--- src/rtl/pcnt_pkg.sv ---
package pcnt_pkg;
  // Operation chosen for the next clock edge (clear is handled asynchronously)
  typedef enum logic [1:0] {
    OP_HOLD = 2'd0,
    OP_LOAD = 2'd1,
    OP_INC  = 2'd2
  } pcnt_op_e;
endpackage

--- src/rtl/pcnt_ctrl.sv ---
module pcnt_ctrl
  import pcnt_pkg::*;
(
  input  logic     ld_n_i,
  input  logic     cnt_en_i,
  input  logic     carry_en_i,
  output pcnt_op_e op_o
);
  // Priority: load over counting over holding
  always_comb begin
    if (!ld_n_i)                       op_o = OP_LOAD;
    else if (cnt_en_i && carry_en_i)   op_o = OP_INC;
    else                               op_o = OP_HOLD;
  end
endmodule

--- src/rtl/pcnt_next.sv ---
module pcnt_next
  import pcnt_pkg::*;
#(
  parameter int WIDTH = 4
) (
  input  logic [WIDTH-1:0] cur_i,
  input  logic [WIDTH-1:0] preset_i,
  input  pcnt_op_e         op_i,
  output logic [WIDTH-1:0] nxt_o
);
  // Look-ahead toggle terms: bit k toggles when all lower bits are one
  logic [WIDTH:0]   all_ones_below;
  logic [WIDTH-1:0] incr;

  assign all_ones_below[0] = 1'b1;

  genvar k;
  generate
    for (k = 0; k < WIDTH; k++) begin : g_bit
      assign all_ones_below[k+1] = all_ones_below[k] & cur_i[k];
      assign incr[k]             = cur_i[k] ^ all_ones_below[k];
    end
  endgenerate

  always_comb begin
    unique case (op_i)
      OP_LOAD: nxt_o = preset_i;
      OP_INC:  nxt_o = incr;
      default: nxt_o = cur_i;
    endcase
  end
endmodule

--- src/rtl/pcnt_carry.sv ---
module pcnt_carry #(
  parameter int WIDTH = 4
) (
  input  logic [WIDTH-1:0] count_i,
  input  logic             carry_en_i,
  output logic             carry_o
);
  // Purely combinational: follows the chain enable without a clock edge
  assign carry_o = carry_en_i & (&count_i);
endmodule

--- src/rtl/pcnt_stage.sv ---
module pcnt_stage
  import pcnt_pkg::*;
#(
  parameter int WIDTH = 4
) (
  input  logic             clk_i,
  input  logic             clr_n_i,
  input  logic             ld_n_i,
  input  logic             cnt_en_i,
  input  logic             carry_en_i,
  input  logic [WIDTH-1:0] preset_i,
  output logic [WIDTH-1:0] count_o,
  output logic             carry_o
);
  pcnt_op_e         op;
  logic [WIDTH-1:0] cnt_q;
  logic [WIDTH-1:0] cnt_d;
  logic             cnt_we;

  pcnt_ctrl u_ctrl (
    .ld_n_i     (ld_n_i),
    .cnt_en_i   (cnt_en_i),
    .carry_en_i (carry_en_i),
    .op_o       (op)
  );

  pcnt_next #(.WIDTH(WIDTH)) u_next (
    .cur_i    (cnt_q),
    .preset_i (preset_i),
    .op_i     (op),
    .nxt_o    (cnt_d)
  );

  // Clock enable written out: register is written only on load or count
  assign cnt_we = (op != OP_HOLD);

  // Clear acts immediately and is not resynchronised, so the first edge
  // after release already counts
  always_ff @(posedge clk_i or negedge clr_n_i) begin
    if (!clr_n_i)    cnt_q <= '0;
    else if (cnt_we) cnt_q <= cnt_d;
  end

  pcnt_carry #(.WIDTH(WIDTH)) u_carry (
    .count_i    (cnt_q),
    .carry_en_i (carry_en_i),
    .carry_o    (carry_o)
  );

  assign count_o = cnt_q;
endmodule

--- config.mk ---
export PLATFORM = sky130hd
export DESIGN_NAME = pcnt_stage
export DESIGN_NICKNAME = d
export VERILOG_FILES = /design/src/rtl/pcnt_pkg.sv /design/src/rtl/pcnt_ctrl.sv /design/src/rtl/pcnt_next.sv /design/src/rtl/pcnt_carry.sv /design/src/rtl/pcnt_stage.sv
export SDC_FILE = /design/constraint.sdc
export NUM_CORES = 1
export LEC_CHECK = 0
export BUFFER_PORTS_ARGS = -buffer_cell sky130_fd_sc_hd__buf_2
export CAP_MARGIN = 20
export CORE_AREA = 2 2 39 41
export DETAILED_ROUTE_END_ITERATION = 8
export DIE_AREA = 0 0 41 43
export SLEW_MARGIN = 20
export SYNTH_ARGS = -nofsm -noshare
export SYNTH_HDL_FRONTEND = slang
export SYNTH_SLANG_ARGS = --single-unit
--- constraint.sdc ---
create_clock -name clk_i -period 1.6 [get_ports clk_i]
set_input_delay 0.32 -clock clk_i [delete_from_list [all_inputs] [get_ports clk_i]]
set_output_delay 0.32 -clock clk_i [all_outputs]
set_load 0.01 [all_outputs]
==> results_dict.tcl, run 1 <==
set metrics [dict create \
    outcome "finished, final reports clean" \
    synth_flop_cell "dfrtp_1" \
    ant_nets 0 \
    gp_congestion 0.640 \
    hold_viol 0 \
    drc_errors 0 \
    required_ns 1.28 \
    setup_violations 0 \
    core_area_um2 1380 \
    crit_chain "ha_1, and4_2, buf_2" \
    clk_path_buf_depth 2 \
    largest_register_ffs 4 \
    skew_ns 0.000228 \
    rsz0062_at_grt "false" \
    ioPinCount 14 \
    dpl.cell_count 50 \
    die_area_um2 1760 \
    area_delta_synth_final_pct 50.3 \
    synth.area.top_cells "dfrtp_1 (45%), ha_1 (11%), a21oi_1 (8.9%)" \
    p_total_uw 320 \
    finalWirelength_um 458 \
    insertion_delay_ns 0.23 \
    max_freq_ghz 0.658 \
    period_needed_ns 1.52 \
    crit_slowest_cell "dfrtp_1" \
    rrSetupSlack_ns 0.32 \
    crit_path_start_kind "flop" \
    power.leakage_nw 0.172 \
    irDropWorstVdd_mv 0.277 \
    fill_cells 152 \
    min_period_over_period_pct 94.9 \
    syn_area_per_cell_um2 10.2 \
    synth.distinct_cells 10 \
    drtIter0Drc 0 \
    synth_area_um2 224 \
    p_seq_share_pct 38.9 \
    cellPowerDensity_nw_per_um2 952 \
    clkPwrFrac_pct 37.7 \
    grt_max_degree 9 \
    arrival_ns 1.20 \
    use_met3_pct 4.71 \
    r2r_cells 5 \
    cts_made_buffers 3 \
    instances_no_fill 54 \
    cts-root-buf "clkbuf_4" \
    top_usage_layer "met1" \
    cts.sinks 4 \
    grtUsageMet1_pct 9.15 \
    cts_tree "done" \
    globalRouteMet2Util_pct 6.88 \
    path_clk_slew_ns 0.04 \
    cts_resized 0 \
    ys_top_cells_by_count "a21oi_1 (4), dfrtp_1 (4), nor2_1 (4)" \
    synth_top_area_share_pct 44.7 \
    grt_overflow 0 \
    critPathMaxFanout 3 \
    p_sw_uw 85.1 \
    synth_fp_nets 33 \
    switching_share_pct 26.6 \
    die_h_um 43 \
    portBuffers 13 \
    drive_gt1_share_pct 47.4 \
    dr.pass1.iters 1 \
    synthCells 22 \
    synth-edff-count 0 \
    fin_setup_tns_ns 0 \
    rows 14 \
    critPathKind "reg -> out" \
    post_drt_wl_per_cell_um 8.48 \
    synth-seq-cells 4 \
    pwr-share-comb_pct 23.5 \
    synth_area_leader_cell "dfrtp_1" \
    track_usage_pct 6.86 \
    hold_depth 3 \
    intPower_uw 235 \
    async_reset_ff_share_pct 100 \
    dieWidth_um 41 \
    grt_first_pass_wirelength_um 738 \
    max_slew_margin_pct 88.4 \
    synth-seq-area-share_pct 44.7 \
    drv_slew 0 \
    initial_core_util_pct 16.2 \
    diodes 0 \
    vias_per_cell 3.65 \
    slowest_delay_ns 0.39 \
    hold_path_class "in -> reg" \
    dr_total_vias 197 \
    worst_slew_pin_slew_ns 0.173 \
    maxCapViolCount 0 \
    grt_pass1_vias 193 \
    nets 51 \
    antenna_found_initial 0 \
    htree_levels 1 \
    crit_path_end_kind "output port" \
    yosys_warnings 0 \
]
-- stage by stage --
step | instance area, um2 | util (%) | setup WS, ns | hold slack [ns]
2_1_floorplan | 224 | - | 0.383 | 0.0244
3_3_place_gp | 304 | 22.0 | 0.335 | 0.127
3_5_place_dp | 304 | 22.0 | 0.318 | 0.129
4_1_cts | 337 | 24.3 | 0.0670 | 0.331
5_1_grt | 337 | 24.3 | 0.00873 | 0.347
6_report | 337 | 24.3 | 0.0809 | 0.337
-- per-layer routing --
| metal | up-vias | share of wire [%] |
|---|---|---|
| li1 | 108 | - |
| met5 | - | 0 |
| met1 | 77 | 51 |
| met3 | 0 | 12 |
| met2 | 12 | 36 |
| met4 | 0 | 0 |
-- layout by cell type, fill, tap and decap left out, drive strengths merged --
master,synthesis,final
clkbuf,1,3
nand2,1,1
nor2,4,4
nand3,1,1
xor2,2,2
a21oi,4,4
buf,0,13
mux2i,2,2
dlygate4sd3,0,1
and4,1,1
dfrtp,4,4
ha,2,2
-- layout make-up --
cell class | instances | area (um2) | area share (%)
clock buffer | 3 | 22.5 | 6.69
multi-input combinational | 17 | 119 | 35.3
sequential | 4 | 100 | 29.7
tap | 16 | 20.0 | 5.95
timing repair buffer | 14 | 75.1 | 22.3
-- what timing repair did --
item,in CTS,in global routing
setup buffers,0,0
hold endpoints to repair,4,0
hold buffers,1,0
-- critical path: cells and delay by family (launching register included) --
family / cells / cell delay, ns
buffers and inverters: 1 / 0.13
DFF: 1 / 0.39
adders and majority gates: 1 / 0.22
and+or+nand+nor: 1 / 0.22
-- cell families after synthesis --
group / Yosys count / share of synthesized area, %
muxes: 2 / 8.94
AOI/OAI and AO/OA: 4 / 8.94
adders and majority gates: 2 / 11.2
and+or+nand+nor: 7 / 16.2
xor gates and xnor gates: 2 / 7.82
DFF: 4 / 44.7
buffers and inverters: 1 / 2.23
-- worst paths after layout --
check | endpoint | start
hold / removal | count_o[3] | preset_i[3]
min in group asynchronous | count_o[1] | clr_n_i
hold reg to reg | count_o[1] | count_o[1]
max in group asynchronous | count_o[3] | clr_n_i
setup reg to reg | count_o[3] | count_o[0]
setup / recovery | carry_o | count_o[0]
-- power groups by stage --
stage,registers [mW],clock network [mW],logic (mW)
6_report,0.124,0.121,0.0752
5_1_grt,0.126,0.135,0.0863
4_1_cts,0.125,0.127,0.0768
3_5_place_dp,0.126,0,0.0746
3_3_place_gp,0.125,0,0.0734
2_1_floorplan,0.131,0,0.0353
No activity file was read; power rests on OpenSTA's default activity.
==> run 2, diff against run 1 <==
Settings changed: RECOVER_POWER set to 100.
==> results_dict.tcl, run 2 (same netlist as run 1, synthesis figures left out) <==
set metrics [dict create \
    outcome "finished, final reports clean" \
    p_sw_uw 85.4 \
    cts_tree "done" \
    r2r-start "count_o[0]" \
    required_ns 1.28 \
    dr_total_vias 199 \
    crit_path_start_kind "flop" \
    cellPowerDensity_nw_per_um2 960 \
    dieWidth_um 41 \
    max_slew_margin_pct 86.5 \
    crit_path_end_kind "output port" \
    post_cts.repair.setup_buffers 0 \
    period_needed_ns 1.52 \
    skew_ns 0.000125 \
    path_clk_slew_ns 0.04 \
    use_met3_pct 4.71 \
    dr.pass1.iters 2 \
    cts_made_buffers 3 \
    min_from "preset_i[3]" \
    fill_cells 155 \
    pwr-share-comb_pct 22.6 \
    postPlaceCellArea_um2 304 \
    antenna_found_initial 0 \
    area_delta_synth_final_pct 47.5 \
    htree_levels 1 \
    irDropWorstVdd_mv 0.276 \
    fin_setup_tns_ns 0 \
    drive_gt1_share_pct 34.2 \
    final_common_cell "buf_2" \
    ant_nets 0 \
    grt_max_degree 9 \
    crit_start "count_o[0]" \
    intPower_uw 232 \
    globalRouteMet2Util_pct 6.88 \
    top_usage_layer "met1" \
    die_h_um 43 \
    cts_resized 0 \
    min_period_over_period_pct 95.1 \
    nets 51 \
    worst_slew_pin_slew_ns 0.203 \
    diodes 0 \
    drv_slew 0 \
    grt_overflow 0 \
    portBuffers 13 \
    grt_first_pass_wirelength_um 738 \
    cts-hold-fix-buffers 1 \
    vias_per_cell 3.69 \
    hold_path_class "in -> reg" \
    power.leakage_nw 0.159 \
    finalWirelength_um 464 \
    critPathMaxFanout 3 \
    grt_pass1_vias 193 \
    hold_viol 0 \
    switching_share_pct 26.9 \
    track_usage_pct 6.86 \
    drtIter0Drc 3 \
    maxCapViolCount 0 \
    grtUsageMet1_pct 9.15 \
    hold_slack_ns 0.338 \
    initial_core_util_pct 16.2 \
    die_area_um2 1760 \
    insertion_delay_ns 0.23 \
    post_drt_wl_per_cell_um 8.59 \
    rsz0062_at_grt "false" \
    rows 14 \
    core_area_um2 1380 \
    cts-root-buf "clkbuf_4" \
    clk_path_buf_depth 2 \
    ioPinCount 14 \
    setup_violations 0 \
    largest_register_ffs 4 \
    drc_errors 0 \
    critPathKind "reg -> out" \
    arrival_ns 1.20 \
    layout_common_cells "buf_2 (8), clkbuf_1 (5), nor2_1 (4), a21oi_1 (4), dfrtp_1 (4)" \
    fin_area_um2 330 \
    p_seq_share_pct 39.4 \
    cts.sinks 4 \
    max_freq_ghz 0.658 \
    gp_congestion 0.640 \
    clkPwrFrac_pct 38.0 \
]
## run 2: cell count changes in the layout (fill, tap and decap cells not counted), sizes merged
cell	before	now
buf	13	8
clkbuf	3	8
## run 2: final timing paths
path | end | slack [ns] | cells after the start
setup / recovery | carry_o | 0.08 | 3
hold / removal | count_o[3] | 0.34 | 3
setup reg to reg | count_o[3] | 0.31 | 5
hold reg to reg | count_o[1] | 0.62 | 2
max in group asynchronous | count_o[2] | 0.98 | 2
min in group asynchronous | count_o[1] | 0.45 | 2
## run 2: area by class of cell
class	count	area, um2	area share, %
Tap cell	16	20.0	6.06
Sequential cell	4	100	30.3
Multi-Input combinational cell	17	119	36.0
Timing Repair Buffer	14	68.8	20.8
Clock buffer	3	22.5	6.82
## run 2: metrics by stage
step / utilization, % / worst slack [ns] / std cells / total power [mW]
3_5_place_dp: 22.0 / 0.318 / 50 / 0.201
2_1_floorplan: - / 0.383 / 22 / 0.166
6_report: 23.9 / 0.0792 / 54 / 0.317
4_1_cts: 24.3 / 0.0670 / 54 / 0.329
3_3_place_gp: 22.0 / 0.335 / 50 / 0.199
5_1_grt: 23.9 / 0.00565 / 54 / 0.344
## run 2: worst max-delay path, stage by stage (launching register included)
cell and delay (ns):
dfrtp_1 0.39, ha_1 0.22, and4_2 0.22, buf_2 0.13
## run 2: layer usage
layer,share of wire (%),up-vias
met3,14,0
li1,-,109
met2,36,12
met4,0,0
met5,0,-
met1,50,78
## run 2: power groups by stage
stage	logic, mW	clock network (mW)	registers, mW
4_1_cts	0.0768	0.127	0.125
5_1_grt	0.0824	0.135	0.127
3_5_place_dp	0.0746	0	0.126
2_1_floorplan	0.0353	0	0.131
6_report	0.0717	0.120	0.125
3_3_place_gp	0.0734	0	0.125
==> run 3, diff against run 2 <==
Settings changed: SYNTH_HIERARCHICAL set to 1.
==> results_dict.tcl, run 3 <==
set metrics [dict create \
    drive_gt1_share_pct 36.2 \
    path_clk_slew_ns 0.04 \
    synth_area_leader_cell "dfrtp_1" \
    required_ns 1.72 \
    synth_top_family_by_area "simple AND/OR/NAND/NOR gates" \
    hold_path_class "in -> async" \
    synth_area_um2 353 \
    ys_top_cells_by_count "nand2_1 (5), dfrtp_1 (4), ha_1 (4), inv_1 (4), mux2_4 (4)" \
    cts.sinks 4 \
    synth-seq-area-share_pct 28.4 \
    yosys_warnings 6 \
    r2r-end "count_o[3]" \
    power.leakage_nw 0.244 \
    instances_no_fill 74 \
    dr.pass1.iters 2 \
    rows 14 \
    grt_first_pass_wirelength_mm 1.09 \
    synth-simple-area-share_pct 18.4 \
    dp_slack_ns -0.0697 \
    max_slew_margin_pct 84.5 \
    synth.distinct_cells 18 \
    post_cts.repair.setup_buffers 0 \
    die_area_um2 1760 \
    rrSetupSlack_ns 0.12 \
    synth-xor-area-share_pct 0 \
    r2r_cells 6 \
    cellPowerDensity_nw_per_um2 866 \
    synth-edff-count 0 \
    synthCells 36 \
    insertion_delay_ns 0.24 \
    synthAdderAreaFrac_pct 14.2 \
    setup_violations 0 \
    largest_register_ffs 4 \
    ioPinCount 14 \
    r2r-start "count_o[0]" \
    drc_errors 0 \
    vias_per_cell 4.36 \
    gp_congestion 0.675 \
    hold_slack_ns 0.442 \
    ant_nets 0 \
    layout_common_cells "clkbuf_1 (8), buf_2 (8), nand2_1 (5)" \
    clk_path_buf_depth 2 \
    postPlaceCellArea_um2 472 \
    outcome "finished, final reports clean" \
    hold_viol 0 \
    diodes 0 \
    skew_ns 0.000172 \
    critPathMaxFanout 2 \
    finalWirelength_um 742 \
    synth_mux_area_share_pct 17.0 \
    track_usage_pct 9.61 \
    dp_hpwl_um 621 \
    period_needed_ns 1.48 \
    fin_area_um2 489 \
    critPathKind "reg -> reg" \
    htree_levels 1 \
    max_freq_ghz 0.675 \
    final_core_util_pct 35.4 \
    yosysMostFrequentCell "nand2_1" \
    synth_top_area_share_pct 28.4 \
    dr_total_vias 323 \
    crit_path_start_kind "flop" \
    worst_slew_pin_slew_ns 0.232 \
    worst_slack_ns 0.118 \
    cts_tree "done" \
    die_h_um 43 \
    arrival_ns 1.60 \
    synth_compound_area_share_pct 14.5 \
    core_area_um2 1380 \
    synth-seq-cells 4 \
    synth_fp_nets 49 \
    antenna_found_initial 0 \
    cts-root-buf "clkbuf_4" \
    syn_area_per_cell_um2 9.80 \
    synth_flop_cell "dfrtp_1" \
    area_delta_synth_final_pct 38.7 \
    grt_max_degree 7 \
    dieWidth_um 41 \
    grt_overflow 0 \
    irDropWorstVdd_mv 0.219 \
    drtIter0Drc 1 \
    drv_slew 0 \
    grt_pass1_vias 283 \
    initial_core_util_pct 25.5 \
    portBuffers 13 \
    cts_made_buffers 3 \
    maxCapViolCount 0 \
    min_period_over_period_pct 92.7 \
    nets 73 \
    crit_path_end_kind "flop" \
    dpl.cell_count 70 \
    synth.area.top_cells "dfrtp_1 (28%), mux2_4 (17%), ha_1 (14%)" \
    post_drt_wl_per_cell_um 10.0 \
    rsz0062_at_grt "false" \
    async_reset_ff_share_pct 100 \
]
## run 3: cell families after synthesis
group | after synthesis
AND/OR/NAND/NOR | 11
buffers and inverters | 5
flip-flops | 4
adder cells (fa/ha/maj) | 4
multiplexers | 4
AO/OA/AOI/OAI | 8
## run 3: worst max-delay path by stage
stage | slack, ns | to | start | depth (start not counted)
2_1_floorplan | 0.01 | count_o[0] | cnt_en_i | 6
3_3_place_gp | -0.02 | count_o[3] | cnt_en_i | 7
3_5_place_dp | -0.07 | count_o[3] | carry_en_i | 7
4_1_cts | 0.07 | count_o[3] | count_o[0] | 6
5_1_grt | 0.01 | count_o[3] | count_o[0] | 6
6_report | 0.12 | count_o[3] | count_o[0] | 6
## run 3: metal layers
metal | part of all wire [%] | routed length (um) | GRT usage [%] | vias up
met4 | 0 | 0 | 8.00 | 0
met1 | 43 | 320 | 10.5 | 143
li1 | - | - | - | 170
met3 | 6.5 | 48 | 1.57 | 0
met5 | 0 | 0 | 0 | -
met2 | 50 | 373 | 15.0 | 10
## run 3: per-stage QoR
stage                     total power [mW]  setup TNS (ns)
final                                0.424               0
after global routing                 0.461               0
after CTS                            0.448               0
after detailed placement             0.313          -0.180
after global placement               0.309         -0.0323
after floorplan                      0.242               0
## run 3: repair_timing
item                                    in CTS  in global routing
hold endpoints to repair                     4                  0
endpoints found under the setup margin       0                  1
hold buffers                                 1                  0
resized for setup                            0                  1
## run 3: layout make-up
cell class                 count  area (um2)
clock buffer                   3        22.5
inverter                       4        15.0
sequential                     4         100
multi-input combinational     27         229
timing repair buffer          20         103
fill                         157         895
tap                           16        20.0
## run 3: critical path, stage by stage, from the launching register on
cell	delay, ns
dfrtp_1	0.37
ha_2	0.19
ha_1	0.18
nor3b_2	0.15
o21ai_1	0.11
o211ai_1	0.09
mux2_4	0.27
## run 3: power breakdown
group | switching [mW] | leakage, nW | internal (mW)
logic | 0.0726 | 0.179 | 0.0839
clock network | 0.0416 | 0.0138 | 0.0839
registers | 0.0199 | 0.0511 | 0.122
